### src/rtl/sew_pkg.sv
package sew_pkg;
    typedef enum logic [1:0] {
        ST_READ   = 2'd0,
        ST_WINDOW = 2'd1,
        ST_ERASE  = 2'd2
    } sew_state_e;
endpackage

### src/rtl/sew_sector_dec.sv
module sew_sector_dec #(
    parameter int NUM_SECTORS = 12,
    parameter int SEC_W       = 4
) (
    input  logic [SEC_W-1:0]       idx_i,
    output logic                   valid_o,
    output logic [NUM_SECTORS-1:0] onehot_o
);
    localparam logic [SEC_W:0] LIMIT = (SEC_W+1)'(NUM_SECTORS);

    assign valid_o = ({1'b0, idx_i} < LIMIT);

    for (genvar g = 0; g < NUM_SECTORS; g++) begin : g_bit
        assign onehot_o[g] = (idx_i == SEC_W'(g));
    end
endmodule

### src/rtl/sew_window_timer.sv
module sew_window_timer #(
    parameter int WINDOW_CYCLES = 64
) (
    input  logic clk,
    input  logic rst_n,
    input  logic restart_i,
    input  logic run_i,
    output logic expire_o
);
    localparam int CNT_W = (WINDOW_CYCLES > 1) ? $clog2(WINDOW_CYCLES) : 1;
    localparam logic [CNT_W-1:0] LAST = CNT_W'(WINDOW_CYCLES - 1);

    logic [CNT_W-1:0] cnt_d, cnt_q;

    always_comb begin
        cnt_d = cnt_q;
        if (restart_i) begin
            cnt_d = '0;
        end else if (run_i && cnt_q != LAST) begin
            cnt_d = cnt_q + 1'b1;
        end
    end

    always_ff @(posedge clk or negedge rst_n) begin
        if (!rst_n) begin
            cnt_q <= '0;
        end else begin
            cnt_q <= cnt_d;
        end
    end

    assign expire_o = run_i && (cnt_q == LAST);
endmodule

### src/rtl/sector_erase_window.sv
module sector_erase_window #(
    parameter int NUM_SECTORS   = 12,
    parameter int WINDOW_CYCLES = 64,
    parameter int SEC_W         = (NUM_SECTORS > 1) ? $clog2(NUM_SECTORS) : 1
) (
    input  logic                   clk,
    input  logic                   rst_n,
    input  logic                   erase_cmd_i,
    input  logic [SEC_W-1:0]       erase_sector_i,
    input  logic                   other_cmd_i,
    input  logic                   erase_done_i,
    output logic                   busy_o,
    output logic                   window_closed_o,
    output logic [NUM_SECTORS-1:0] sector_map_o
);
    import sew_pkg::*;

    typedef struct packed {
        sew_state_e             st;
        logic [NUM_SECTORS-1:0] map;
    } ctl_t;

    ctl_t ctl_d, ctl_q;

    logic                   sec_valid;
    logic [NUM_SECTORS-1:0] sec_bit;
    logic                   take_erase;
    logic                   restart;
    logic                   expire;

    sew_sector_dec #(
        .NUM_SECTORS(NUM_SECTORS),
        .SEC_W      (SEC_W)
    ) u_dec (
        .idx_i   (erase_sector_i),
        .valid_o (sec_valid),
        .onehot_o(sec_bit)
    );

    sew_window_timer #(
        .WINDOW_CYCLES(WINDOW_CYCLES)
    ) u_timer (
        .clk      (clk),
        .rst_n    (rst_n),
        .restart_i(restart),
        .run_i    (ctl_q.st == ST_WINDOW),
        .expire_o (expire)
    );

    assign take_erase = erase_cmd_i && sec_valid;

    always_comb begin
        ctl_d   = ctl_q;
        restart = 1'b0;
        case (ctl_q.st)
            ST_READ: begin
                if (take_erase) begin
                    ctl_d.st  = ST_WINDOW;
                    ctl_d.map = sec_bit;
                    restart   = 1'b1;
                end
            end
            ST_WINDOW: begin
                if (other_cmd_i) begin
                    ctl_d.st  = ST_READ;
                    ctl_d.map = '0;
                end else if (take_erase) begin
                    ctl_d.map = ctl_q.map | sec_bit;
                    restart   = 1'b1;
                end else if (expire) begin
                    ctl_d.st = ST_ERASE;
                end
            end
            ST_ERASE: begin
                if (erase_done_i) begin
                    ctl_d.st  = ST_READ;
                    ctl_d.map = '0;
                end
            end
            default: begin
                ctl_d.st  = ST_READ;
                ctl_d.map = '0;
            end
        endcase
    end

    always_ff @(posedge clk or negedge rst_n) begin
        if (!rst_n) begin
            ctl_q.st  <= ST_READ;
            ctl_q.map <= '0;
        end else begin
            ctl_q <= ctl_d;
        end
    end

    assign busy_o          = (ctl_q.st != ST_READ);
    assign window_closed_o = (ctl_q.st == ST_ERASE);
    assign sector_map_o    = ctl_q.map;
endmodule

### config.mk
export PLATFORM = sky130hd
export DESIGN_NAME = sector_erase_window
export DESIGN_NICKNAME = d
export VERILOG_FILES = /design/src/rtl/sew_pkg.sv /design/src/rtl/sew_sector_dec.sv /design/src/rtl/sew_window_timer.sv /design/src/rtl/sector_erase_window.sv
export SDC_FILE = /design/constraint.sdc
export NUM_CORES = 1
export LEC_CHECK = 0
export ABC_CLOCK_PERIOD_IN_PS = 3600
export BUFFER_PORTS_ARGS = -buffer_cell sky130_fd_sc_hd__buf_2
export CELL_PAD_IN_SITES_DETAIL_PLACEMENT = 1
export CELL_PAD_IN_SITES_GLOBAL_PLACEMENT = 1
export CORE_UTILIZATION = 30
export DETAILED_ROUTE_END_ITERATION = 16
export GPL_TIMING_DRIVEN = 0
export PLACE_DENSITY_LB_ADDON = 0.08
export SLEW_MARGIN = 20
export SYNTH_ARGS = -nofsm -noshare
export SYNTH_HDL_FRONTEND = slang
export SYNTH_SLANG_ARGS = --single-unit
### constraint.sdc
create_clock -name clk -period 3.6 [get_ports clk]
set_input_delay 0.36 -clock clk [delete_from_list [all_inputs] [get_ports clk]]
set_output_delay 0.36 -clock clk [all_outputs]
set_load 0.02 [all_outputs]
## Word-level counts from Yosys, hierarchy flattened

Cells that the tools add are included.

| cells by class | value |
|---|---|
| add/subtract/negate cells | 1 |
| order comparisons | 1 |
| eq/ne operators | 20 |
| mux-type cells | 12 |
| bitwise operators | 1 |
| reduce and logical (&&, ||, !) cells | 9 |

Operators by type and width:

| operator | number |
|---|---|
| $mux 14 | 3 |
| $pmux 14 s3 | 1 |
| $eq 4x3->1 const B | 4 |
| $eq 4x4->1 const B | 4 |
| $mux 12 | 1 |
| $mux 6 | 2 |
| $or 12x12->12 | 1 |
| $ne 3x3->1 const B | 3 |
| $eq 4x2->1 const B | 2 |
| $add 6x1->6 const B | 1 |
| $eq 6x6->1 const B | 1 |
| $ne 6x6->1 const B | 1 |
| $eq 4x1->1 const B | 1 |
| $logic_not 4->1 | 1 |
| $lt 4x4->1 const B | 1 |
| $mux 2 | 2 |
| $ne 2x2->1 const B | 2 |
| $reduce_and 4->1 | 1 |
| $reduce_bool 2->1 | 2 |
| $logic_and 1x1->1 | 3 |
| $reduce_and 3->1 | 1 |
| $eq 2x1->1 const B | 1 |
| $eq 2x2->1 const B | 1 |
| $logic_not 2->1 | 1 |
| 2 further kinds | 3 |

| word-level totals | value |
|---|---|
| register bits after elaboration | 20 |
| bits of input ports | 9 |
| output and inout bits | 14 |

## Longest topological paths before layout

Gate-level depths: netlist of run 1.

| depth | value |
|---|---|
| depth in word-level cells | 6 |
| gate-level depth with buffers | 5 |

## Hierarchy

From an unflattened synthesis of run 1, not the netlist that was laid out.

| unflattened totals | value |
|---|---|
| cells, all modules | 142 |
| area total of the unflattened synthesis | 1,526.5 um^2 |

By module, submodules not included:

| module | instances | cells each | area each (um^2) | seq. area each (um^2) |
|---|---|---|---|---|
| sector_erase_window | 1 | 83 | 889.6 | 350.3 |
| sew_window_timer | 1 | 42 | 389.1 | 150.1 |
| sew_sector_dec | 1 | 17 | 247.7 | 0.0 |

## Least setup slack after synthesis of run 1

No wires, ideal clock.

| timing path | value |
|---|---|
| path kind | register to register |
| start | register u_timer.cnt_q[0] |
| end | register u_timer.cnt_q[5] |
| setup time | 125 ps |
| arrival time | 1,278 ps |
| data required time | 3,475 ps |
| setup slack | 2,197 ps |
| stages on the path, launching flop included | 5 |
| cell sequence | dfrtp_1 ha_1 a21oi_4 nand4_1 mux2_4 |

| on the way | value |
|---|---|
| word-level cells in the longest chain between the ends | 3 |
| elaborated cells between the ends (all ways) | 6 |

RTL lines:

| element | RTL line | RTL |
|---|---|---|
| from (decl) | sew_window_timer.sv:13 | `logic [CNT_W-1:0] cnt_d, cnt_q;` |
| from (signal assigned) | sew_window_timer.sv:28 | `cnt_q <= cnt_d;` |
| $add 6x1->6 / $ne 6x6->1 (equally long branches) | sew_window_timer.sv:20, sew_window_timer.sv:19 |  |
| $mux 6 / $logic_and 1x1->1 (equally long branches) | sew_window_timer.sv:19 | `end else if (run_i && cnt_q != LAST) begin` |
| $mux 6 / $reduce_bool 2->1 (equally long branches) | -- |  |

Several ways; a longest one is shown, not always the timed one. The select of a mux whose other input is x is not followed.
A chain may end at the register's enable or synchronous reset.

## Final worst setup path of run 1

| timing path | value |
|---|---|
| start | register ctl_q[12] (netlist name) |
| end | output port busy_o |

| on the way | value |
|---|---|
| word-level cells in the longest chain between the ends | 1 |

RTL lines:

| element | RTL line | RTL |
|---|---|---|
| from (decl) | sector_erase_window.sv:23 | `ctl_t ctl_d, ctl_q;` |
| from (signal assigned) | sector_erase_window.sv:92 | `ctl_q <= ctl_d;` |
| $reduce_bool 2->1 | sector_erase_window.sv:96 | `assign busy_o = (ctl_q.st != ST_READ);` |
| to (decl) | sector_erase_window.sv:12 | `output logic busy_o,` |

Every way passes these cells.

==> impl_metrics.yaml, run 1 <==
pwr:
  cellPowerDensity_nw_per_um2: 466
  vdd_drop_max_uv: 130
  power_leakage_nw: 0.659
grt:
  antenna_found_initial: 0
  track_usage_pct: 13.1
  grt_pass1_wl_mm: 3.51
  grt_pass1_vias: 735
  grt-ovfl-total: 0
  grt_start_max_net_pins: 21
final_layout:
  drive_gt1_share_pct: 40.8
  final_common_cell: "buf_2"
  instances_no_fill: 171
  area.growth.synth_to_final_pct: 21.5
  utilization_pct: 38.4
  diodes: 0
  final_cell_mix: "buf_2, dfrtp_1, buf_4"
  fill_cells: 392
  nets: 136
critical_path:
  worst_ep_required_time_ps: 3240
  rrSetupSlack_ps: 2050
  rr_startpoint: "u_timer.cnt_q[0]"
  worstPathCellList: "or2_2 > buf_2"
  critPathBufInv: 1
  start_kind: "register"
  rr_endpoint: "u_timer.cnt_q[5]"
  critical_path_class: "register to primary output"
  cp_slowest_stage_delay_ps: 470
  cpMaxStageDelayCell: "dfrtp_1"
  cp.arrival_ps: 1250
  cp-end-kind: "primary output"
  crit_fanout: 7
  rr_worst_depth: 4
  path_delay_family: "flip-flops"
cts:
  cts_root_buf: "clkbuf_4"
  htreeDepth: 1
  cts_hold_buf: 1
  cts.sinks: 20
  clk_latency_ps: 310
  ctsResizeCount: 0
  clk_pin_slew_ps: 130
  numCtsBuffers: 3
  clockBufferDepth: 2
  cts_setup_buffers: 0
  cts_tree: "yes"
logic_synthesis:
  synth-simple-area-share_pct: 16.6
  synth_compound_area_share_pct: 19.4
  synth-xor-area-share_pct: 1.64
  synth_top_cell_area_share_pct: 46.7
  syn_area_um2: 1070
  seq_area_frac_synth_pct: 46.7
  avgSynthCellArea_um2: 10.9
  synthAdderAreaFrac_pct: 1.17
  synth_area_leader_cell: "dfrtp_1"
  netlist-cell-type-count: 32
  synth.yosys.warnings: 0
  muxShareOfSynthArea_pct: 3.27
  ys_ff_latch: 20
  syn_nets: 108
  syn_inst: 98
  synth.top_cells.by_area: "dfrtp_1, buf_4, o2bb2ai_1, a32o_1, nand2_1"
  synth_top_family_by_area: "compound AO/OA/AOI/OAI gates"
sta:
  fmax_ghz: 0.620
  drv_slew: 0
  relSlewSlack_pct: 69.1
  final_hold_viol_count: 0
  rsz0062_at_grt: "no"
  setup_viol: 0
  tns_ps: 0
  period_share_pct: 44.8
  worst_slack_ps: 1990
  finalCriticalPeriod_ps: 1610
  finalClockSkew_ps: 8.63
  worst_pin_slew_ps: 464
routing:
  via_per_inst: 4.82
  postRouteAntennaNets: 0
  firstDrtPassIters: 4
  drc: 0
  vias: 824
  avgRoutedWirePerCell_um: 13.3
  first_iter_violations: 17
  routed_wl_mm: 2.27
placement:
  place_ws_ps: 2050
  routabilityCongestion: 0.675
  io_buffers: 22
  placed_cells: 166
  place_hpwl_mm: 1.68
hold_path:
  hold_class: "input port to register"
  holdPathStages: 3
  min_from: "erase_done_i"
  whs_endpoint: "ctl_q[13]"
floorplan:
  die-area_um2: 3810
  die_h_um: 61.8
  die_w_um: 61.8
  row_count: 21
  core_area_um2: 3390
  initial_core_util_pct: 31.6
  io_pins: 23
job:
  drv_cap: 0
run_status:
  status: "finished clean"
Yosys cell counts (all sizes together):
master / number
a211oi: 2
a21bo: 1
a21boi: 1
a21oi: 5
a31oi: 1
a32o: 5
and2b: 2
and3: 2
and4: 1
buf: 14
dfrtp: 20
ha: 1
inv: 3
mux2: 1
mux2i: 2
nand2: 10
nand2b: 3
nand3: 1
nand4: 2
nand4b: 2
nor2: 5
nor2b: 1
nor3: 1
o21ai: 1
o2bb2ai: 8
or2: 1
xnor2: 2
stage by stage:
stage | hold slack [ps] | area [µm²] | power (mW)
2_1_floorplan | 64.4 | 1070 | 0.380
3_3_place_gp | 337 | 1240 | 0.420
3_5_place_dp | 346 | 1240 | 0.427
4_1_cts | 318 | 1300 | 0.619
5_1_grt | 325 | 1300 | 0.645
6_report | 326 | 1300 | 0.607
routing by layer:
metal / global-route usage, % / share of wire, % / up-vias / wire, µm
met5: 0 / 0 / - / 0
met2: 20.9 / 50 / 14 / 1130
met3: 2.48 / 2.8 / 4 / 63
met1: 16.9 / 46 / 412 / 1040
met4: 6.67 / 1.5 / 0 / 34
li1: - / - / 394 / -
worst max-delay path by stage:
stage	start	endpoint	depth (start not counted)
2_1_floorplan	u_timer.cnt_q[0]	u_timer.cnt_q[5]	4
3_3_place_gp	u_timer.cnt_q[0]	u_timer.cnt_q[5]	4
3_5_place_dp	u_timer.cnt_q[0]	u_timer.cnt_q[5]	4
4_1_cts	ctl_q[12]	busy_o	2
5_1_grt	ctl_q[12]	busy_o	2
6_report	ctl_q[12]	busy_o	2
state kept, by name (all words and copies together), names as in the netlist:
name,flops
sector_map_o,12
u_timer.cnt_q,6
ctl_q,2
worst reg2reg max path, cell delays in order, from the launching register on:
cell     delay (ps)
dfrtp_1         440
ha_1            330
a21oi_4         210
nand4_1         150
mux2_4          320
layout make-up:
class	count	area (µm²)	area share, %
flip-flops and latches	20	500	38.5
multi-input cells	61	450	34.6
repair buffers	23	120	9.23
plain buffers	14	109	8.37
well taps	46	57.6	4.42
clock inverters	1	30.0	2.31
clock buffers	3	22.5	1.73
inverters	3	11.3	0.865
report_power, final:
group	total, mW	leakage [nW]	internal (mW)	switching (mW)
Clock	0.188	0.0279	0.113	0.0753
Sequential	0.275	0.272	0.248	0.0268
Combinational	0.144	0.360	0.0645	0.0796
kinds of logic (layout without fill, tap and decap cells):
kind of cell | Yosys count | in the layout
fa+ha+maj | 1 | 1
simple gates | 31 | 31
mux | 3 | 3
xor+xnor | 2 | 2
buf+inv | 17 | 44
flops | 20 | 20
compound gates | 24 | 24
No activity file was read; power rests on OpenSTA's default activity.
==> inputs of run 2 (changes only) <==
- ABC_CLOCK_PERIOD_IN_PS: 3600 -> 1400
- clock period: 3.6 -> 1.4 ns (I/O delays scaled with it)
==> run 2 against run 1 <==
Sequential share of layout area down 2.5 points. Setup slack worse by 1900 ps. Sequential power rose to 2.6 times the previous value. First-iteration DRC count up 140%. Non-clock buffer count up 8. Die area unchanged. Combinational power rose to 3.4 times the previous value. Routed wire length up 4.4%. Power rose to 2.8 times the previous value. Register-to-register slack worse by 2000 ps. Core utilization up 3.0 points. Critical path type is now register to register. Highest routed layer unchanged.
==> impl_metrics.yaml, run 2 (synthesis results as in run 1) <==
floorplan:
  core_area_um2: 3390
  row_count: 21
  die_w_um: 61.8
  initial_core_util_pct: 31.6
  die_h_um: 61.8
  io_pins: 23
  die-area_um2: 3810
sta:
  period_share_pct: 97.4
  finalCriticalPeriod_ps: 1360
  finalClockSkew_ps: 1.05
  relSlewSlack_pct: 68.5
  rsz0062_at_grt: "yes"
  drv_slew: 0
  fmax_ghz: 0.733
  holdWs_ps: 122
  setup_viol: 0
  final_hold_viol_count: 0
  worst_pin_slew_ps: 473
pwr:
  p_total_mw: 1.67
  cellPowerDensity_nw_per_um2: 1190
  intPower_mw: 1.18
  vdd_drop_max_uv: 756
  clkPwrFrac_pct: 28.6
  pwr-share-comb_pct: 29.1
  pwr-share-seq_pct: 42.3
  swShare_pct: 29.6
  power_leakage_nw: 0.703
  power.switching_uw: 495
grt:
  grt_pass1_vias: 846
  grt_pass1_wl_mm: 3.93
  track_usage_pct: 14.4
  antenna_found_initial: 0
  grt_start_max_net_pins: 21
  grt-ovfl-total: 0
routing:
  via_per_inst: 4.77
  wl_met3_um: 77
  postRouteAntennaNets: 0
  dr_wl_met2_mm: 1.24
  drc: 0
  avgRoutedWirePerCell_um: 13.2
  first_iter_violations: 41
  dr.max_layer_used: "met4"
  wl_met1_mm: 1.04
  firstDrtPassIters: 3
  vias: 853
  routed_wl_mm: 2.37
cts:
  cts_tree: "yes"
  clk_latency_ps: 300
  numCtsBuffers: 3
  clk_pin_slew_ps: 120
  clockBufferDepth: 2
  htreeDepth: 1
  cts_root_buf: "clkbuf_4"
  cts.sinks: 20
final_layout:
  diodes: 0
  final_cell_area_um2: 1400
  nets: 144
  utilization_pct: 41.4
  final_common_cell: "buf_2"
  final_cell_mix: "buf_2, buf_4, dfrtp_1"
  largest_register_ffs: 12
  area.growth.synth_to_final_pct: 31.1
  drive_gt1_share_pct: 47.4
critical_path:
  cp_slowest_stage_delay_ps: 450
  start_kind: "register"
  critical_path_class: "register to register"
  cp.arrival_ps: 1570
  critPathBufInv: 0
  cp-end-kind: "register"
  worstPathCellList: "ha_4 > a21oi_4 > nand4_1 > mux2_4"
  crit_fanout: 7
  path_delay_family: "flip-flops"
  cpMaxStageDelayCell: "dfrtp_2"
  worst_ep_required_time_ps: 1600
hold_path:
  hold_class: "input port to register"
placement:
  place_hpwl_mm: 1.63
  placed_cell_area_um2: 1240
  io_buffers: 22
  routabilityCongestion: 0.711
job:
  drv_cap: 0
run_status:
  status: "finished clean"
==> run 2: cell types whose count changed in the layout (fill, tap and decap cells not counted), sizes merged <==
cell | before | now
buf | 36 | 44
==> run 2: path summary, 6_finish.rpt <==
check | startpoint | to | slack [ps] | cells past startpoint
worst max-delay path | u_timer.cnt_q[0] | u_timer.cnt_q[5] | 40 | 4
worst min-delay path | erase_done_i | ctl_q[13] | 120 | 3
worst max register to register | u_timer.cnt_q[0] | u_timer.cnt_q[5] | 40 | 4
worst min register to register | sector_map_o[5] | sector_map_o[5] | 500 | 1
max in group asynchronous | rst_n | ctl_q[13] | 740 | 2
min in group asynchronous | rst_n | sector_map_o[9] | 320 | 2
==> run 2: stage by stage <==
stage	worst slack, ps	cells	setup TNS (ps)
after floorplan	67.7	98	0
after global placement	-29.4	166	-29.4
after detailed placement	-59.9	166	-59.9
after CTS	3.19	179	0
after global routing	-10.0	179	-10.0
final	36.6	179	0
==> run 2: repair_timing <==
action                                  CTS  global route
pin swaps                                 2             1
endpoints found under the setup margin    1             7
hold buffers                              1             0
buffers inserted                          8             0
resized for setup                         3             7
endpoints found under the hold margin    20             0
==> run 2: power groups by stage <==
stage                     combinational (mW)  clock, mW  sequential [mW]
after floorplan                        0.279          0            0.701
after global placement                 0.368          0            0.716
after detailed placement               0.376          0            0.717
after CTS                              0.464      0.499            0.703
after global routing                   0.551      0.525            0.719
final                                  0.487      0.477            0.707
==> run 2: final cells by class <==
| class | instances | area [µm²] |
|---|---|---|
| multi-input combinational | 61 | 479 |
| fill | 384 | 1990 |
| buffer | 14 | 113 |
| sequential | 20 | 504 |
| inverter | 3 | 11.3 |
| timing repair buffer | 31 | 186 |
| clock buffer | 3 | 22.5 |
| clock inverter | 1 | 30.0 |
| tap | 46 | 57.6 |
==> run 2: worst reg2reg max path, delay by kind of cell (launching register included) <==
family | cells | cell delay, ps
flops | 1 | 450
mux | 1 | 320
fa+ha+maj | 1 | 200
compound gates | 1 | 170
simple gates | 1 | 130
==> run 2: per-layer routing <==
| metal | up-vias | GRT usage [%] |
|---|---|---|
| li1 | 414 | - |
| met1 | 424 | 17.6 |
| met2 | 13 | 25.0 |
| met3 | 2 | 4.35 |
| met4 | 0 | 2.86 |
| met5 | - | 0 |
==> inputs of run 3 (changes only) <==
- CELL_PAD_IN_SITES_DETAIL_PLACEMENT: 1 -> 0
- CELL_PAD_IN_SITES_GLOBAL_PLACEMENT: 1 -> 2
==> run 3 against run 2 <==
Routed wire length down 7.3%. Core utilization decreased by 0.22 points. Largest power group unchanged. Worst hold slack better by 17 ps. Global-route usage decreased by 1.7 points. Sequential share of layout area up 0.10 points.
==> impl_metrics.yaml, run 3 (synthesis results as in run 1) <==
sta:
  drv_slew: 0
  finalClockSkew_ps: 11.3
  period_share_pct: 96.8
  setup_viol: 0
  finalCriticalPeriod_ps: 1360
  rsz0062_at_grt: "yes"
  worst_pin_slew_ps: 461
  fmax_ghz: 0.738
  relSlewSlack_pct: 69.3
  final_hold_viol_count: 0
pwr:
  pwr-share-comb_pct: 28.3
  vdd_drop_max_uv: 1060
  power_leakage_nw: 0.707
  swShare_pct: 29.4
  intPower_mw: 1.16
  pwr-share-seq_pct: 42.7
  power.switching_uw: 483
  cellPowerDensity_nw_per_um2: 1180
  clkPwrFrac_pct: 29.0
cts:
  clockBufferDepth: 2
  clk_pin_slew_ps: 110
  cts_tree: "yes"
  htreeDepth: 1
  cts.sinks: 20
  numCtsBuffers: 3
  cts_root_buf: "clkbuf_4"
  clk_latency_ps: 300
hold_path:
  hold_class: "input port to register"
  holdPathStages: 3
critical_path:
  path_delay_family: "flip-flops"
  cpMaxStageDelayCell: "dfrtp_1"
  start_kind: "register"
  critPathBufInv: 0
  cp_slowest_stage_delay_ps: 430
  critical_path_class: "register to register"
  worst_ep_required_time_ps: 1590
  cp.arrival_ps: 1550
  worst-path-stages: 4
  cp-end-kind: "register"
  crit_fanout: 7
  worstPathCellList: "ha_4 > a21oi_4 > nand4_1 > mux2_4"
  rr_worst_depth: 4
final_layout:
  diodes: 0
  utilization_pct: 41.2
  nets: 145
  area.growth.synth_to_final_pct: 30.4
  largest_register_ffs: 12
  final_common_cell: "buf_4"
  fill_cells: 353
  final_cell_mix: "buf_4, buf_2, dfrtp_1"
  drive_gt1_share_pct: 47.0
  instances_no_fill: 180
routing:
  postRouteAntennaNets: 0
  routed_wl_mm: 2.20
  first_iter_violations: 13
  vias: 823
  via_per_inst: 4.57
  avgRoutedWirePerCell_um: 12.2
  drc: 0
  firstDrtPassIters: 2
floorplan:
  die_h_um: 61.8
  initial_core_util_pct: 31.6
  die-area_um2: 3810
  die_w_um: 61.8
  io_pins: 23
  core_area_um2: 3390
  row_count: 21
grt:
  grt_start_max_net_pins: 21
  grt-ovfl-total: 0
  antenna_found_initial: 0
  grt_pass1_vias: 760
  track_usage_pct: 12.6
  grt_pass1_wl_mm: 3.37
placement:
  placed_cells: 166
  place_hpwl_mm: 1.56
  routabilityCongestion: 0.730
  io_buffers: 22
run_status:
  status: "finished clean"
job:
  drv_cap: 0
[run 3: power groups by stage]
| stage | clock network (mW) | logic [mW] | registers [mW] |
|---|---|---|---|
| after floorplan | 0 | 0.279 | 0.701 |
| after global routing | 0.514 | 0.522 | 0.709 |
| after CTS | 0.496 | 0.460 | 0.700 |
| after detailed placement | 0 | 0.375 | 0.716 |
| after global placement | 0 | 0.369 | 0.714 |
| final | 0.476 | 0.466 | 0.702 |
[run 3: timing repair]
| action | 4_1_cts | 5_1_grt |
|---|---|---|
| hold endpoints to repair | 20 | 0 |
| resized for setup | 2 | 4 |
| setup endpoints to repair | 1 | 6 |
| buffers inserted | 7 | 2 |
| pin swaps | 2 | 1 |
| hold buffers | 1 | 0 |
[run 3: final cells by class]
type / count / area [µm²] / area share (%)
inverter: 3 / 11.3 / 0.806
buffer: 14 / 109 / 7.80
timing repair buffer: 32 / 194 / 13.9
clock inverter: 1 / 30.0 / 2.15
sequential: 20 / 503 / 36.0
multi-input combinational: 61 / 469 / 33.6
clock buffer: 3 / 22.5 / 1.61
tap: 46 / 57.6 / 4.12
[run 3: final timing paths]
kind,from,end,slack [ps]
worst max-delay path,u_timer.cnt_q[0],u_timer.cnt_q[5],40
worst min-delay path,erase_done_i,ctl_q[13],140
worst max register to register,u_timer.cnt_q[0],u_timer.cnt_q[5],40
worst min register to register,sector_map_o[8],sector_map_o[8],500
max in group asynchronous,rst_n,ctl_q[13],750
min in group asynchronous,rst_n,sector_map_o[9],300
[run 3: per-stage QoR]
step | setup TNS, ps | power [mW] | hold WS, ps | instance area [µm²] | setup slack (ps)
5_1_grt | -18.7 | 1.75 | 133 | 1400 | -12.6
6_report | 0 | 1.64 | 139 | 1400 | 44.4
4_1_cts | 0 | 1.66 | 132 | 1370 | 15.3
3_5_place_dp | -39.5 | 1.09 | 117 | 1240 | -39.5
2_1_floorplan | 0 | 0.980 | -156 | 1070 | 67.7
3_3_place_gp | -31.8 | 1.08 | 117 | 1240 | -31.8
[run 3: layer usage]
metal / GRT usage, % / up-vias / part of all wire, % / wire (µm)
met5: 0 / - / 0 / 0
met4: 6.03 / 0 / 1.5 / 34
met3: 4.76 / 4 / 3.1 / 67
met2: 20.9 / 13 / 49 / 1070
met1: 14.4 / 389 / 47 / 1020
li1: - / 417 / - / -
[run 3: worst min-delay path: cells and delay by family]
kind	cells	cell delay, ps
buffers and inverters	2	160
AOI/OAI and AO/OA	1	110
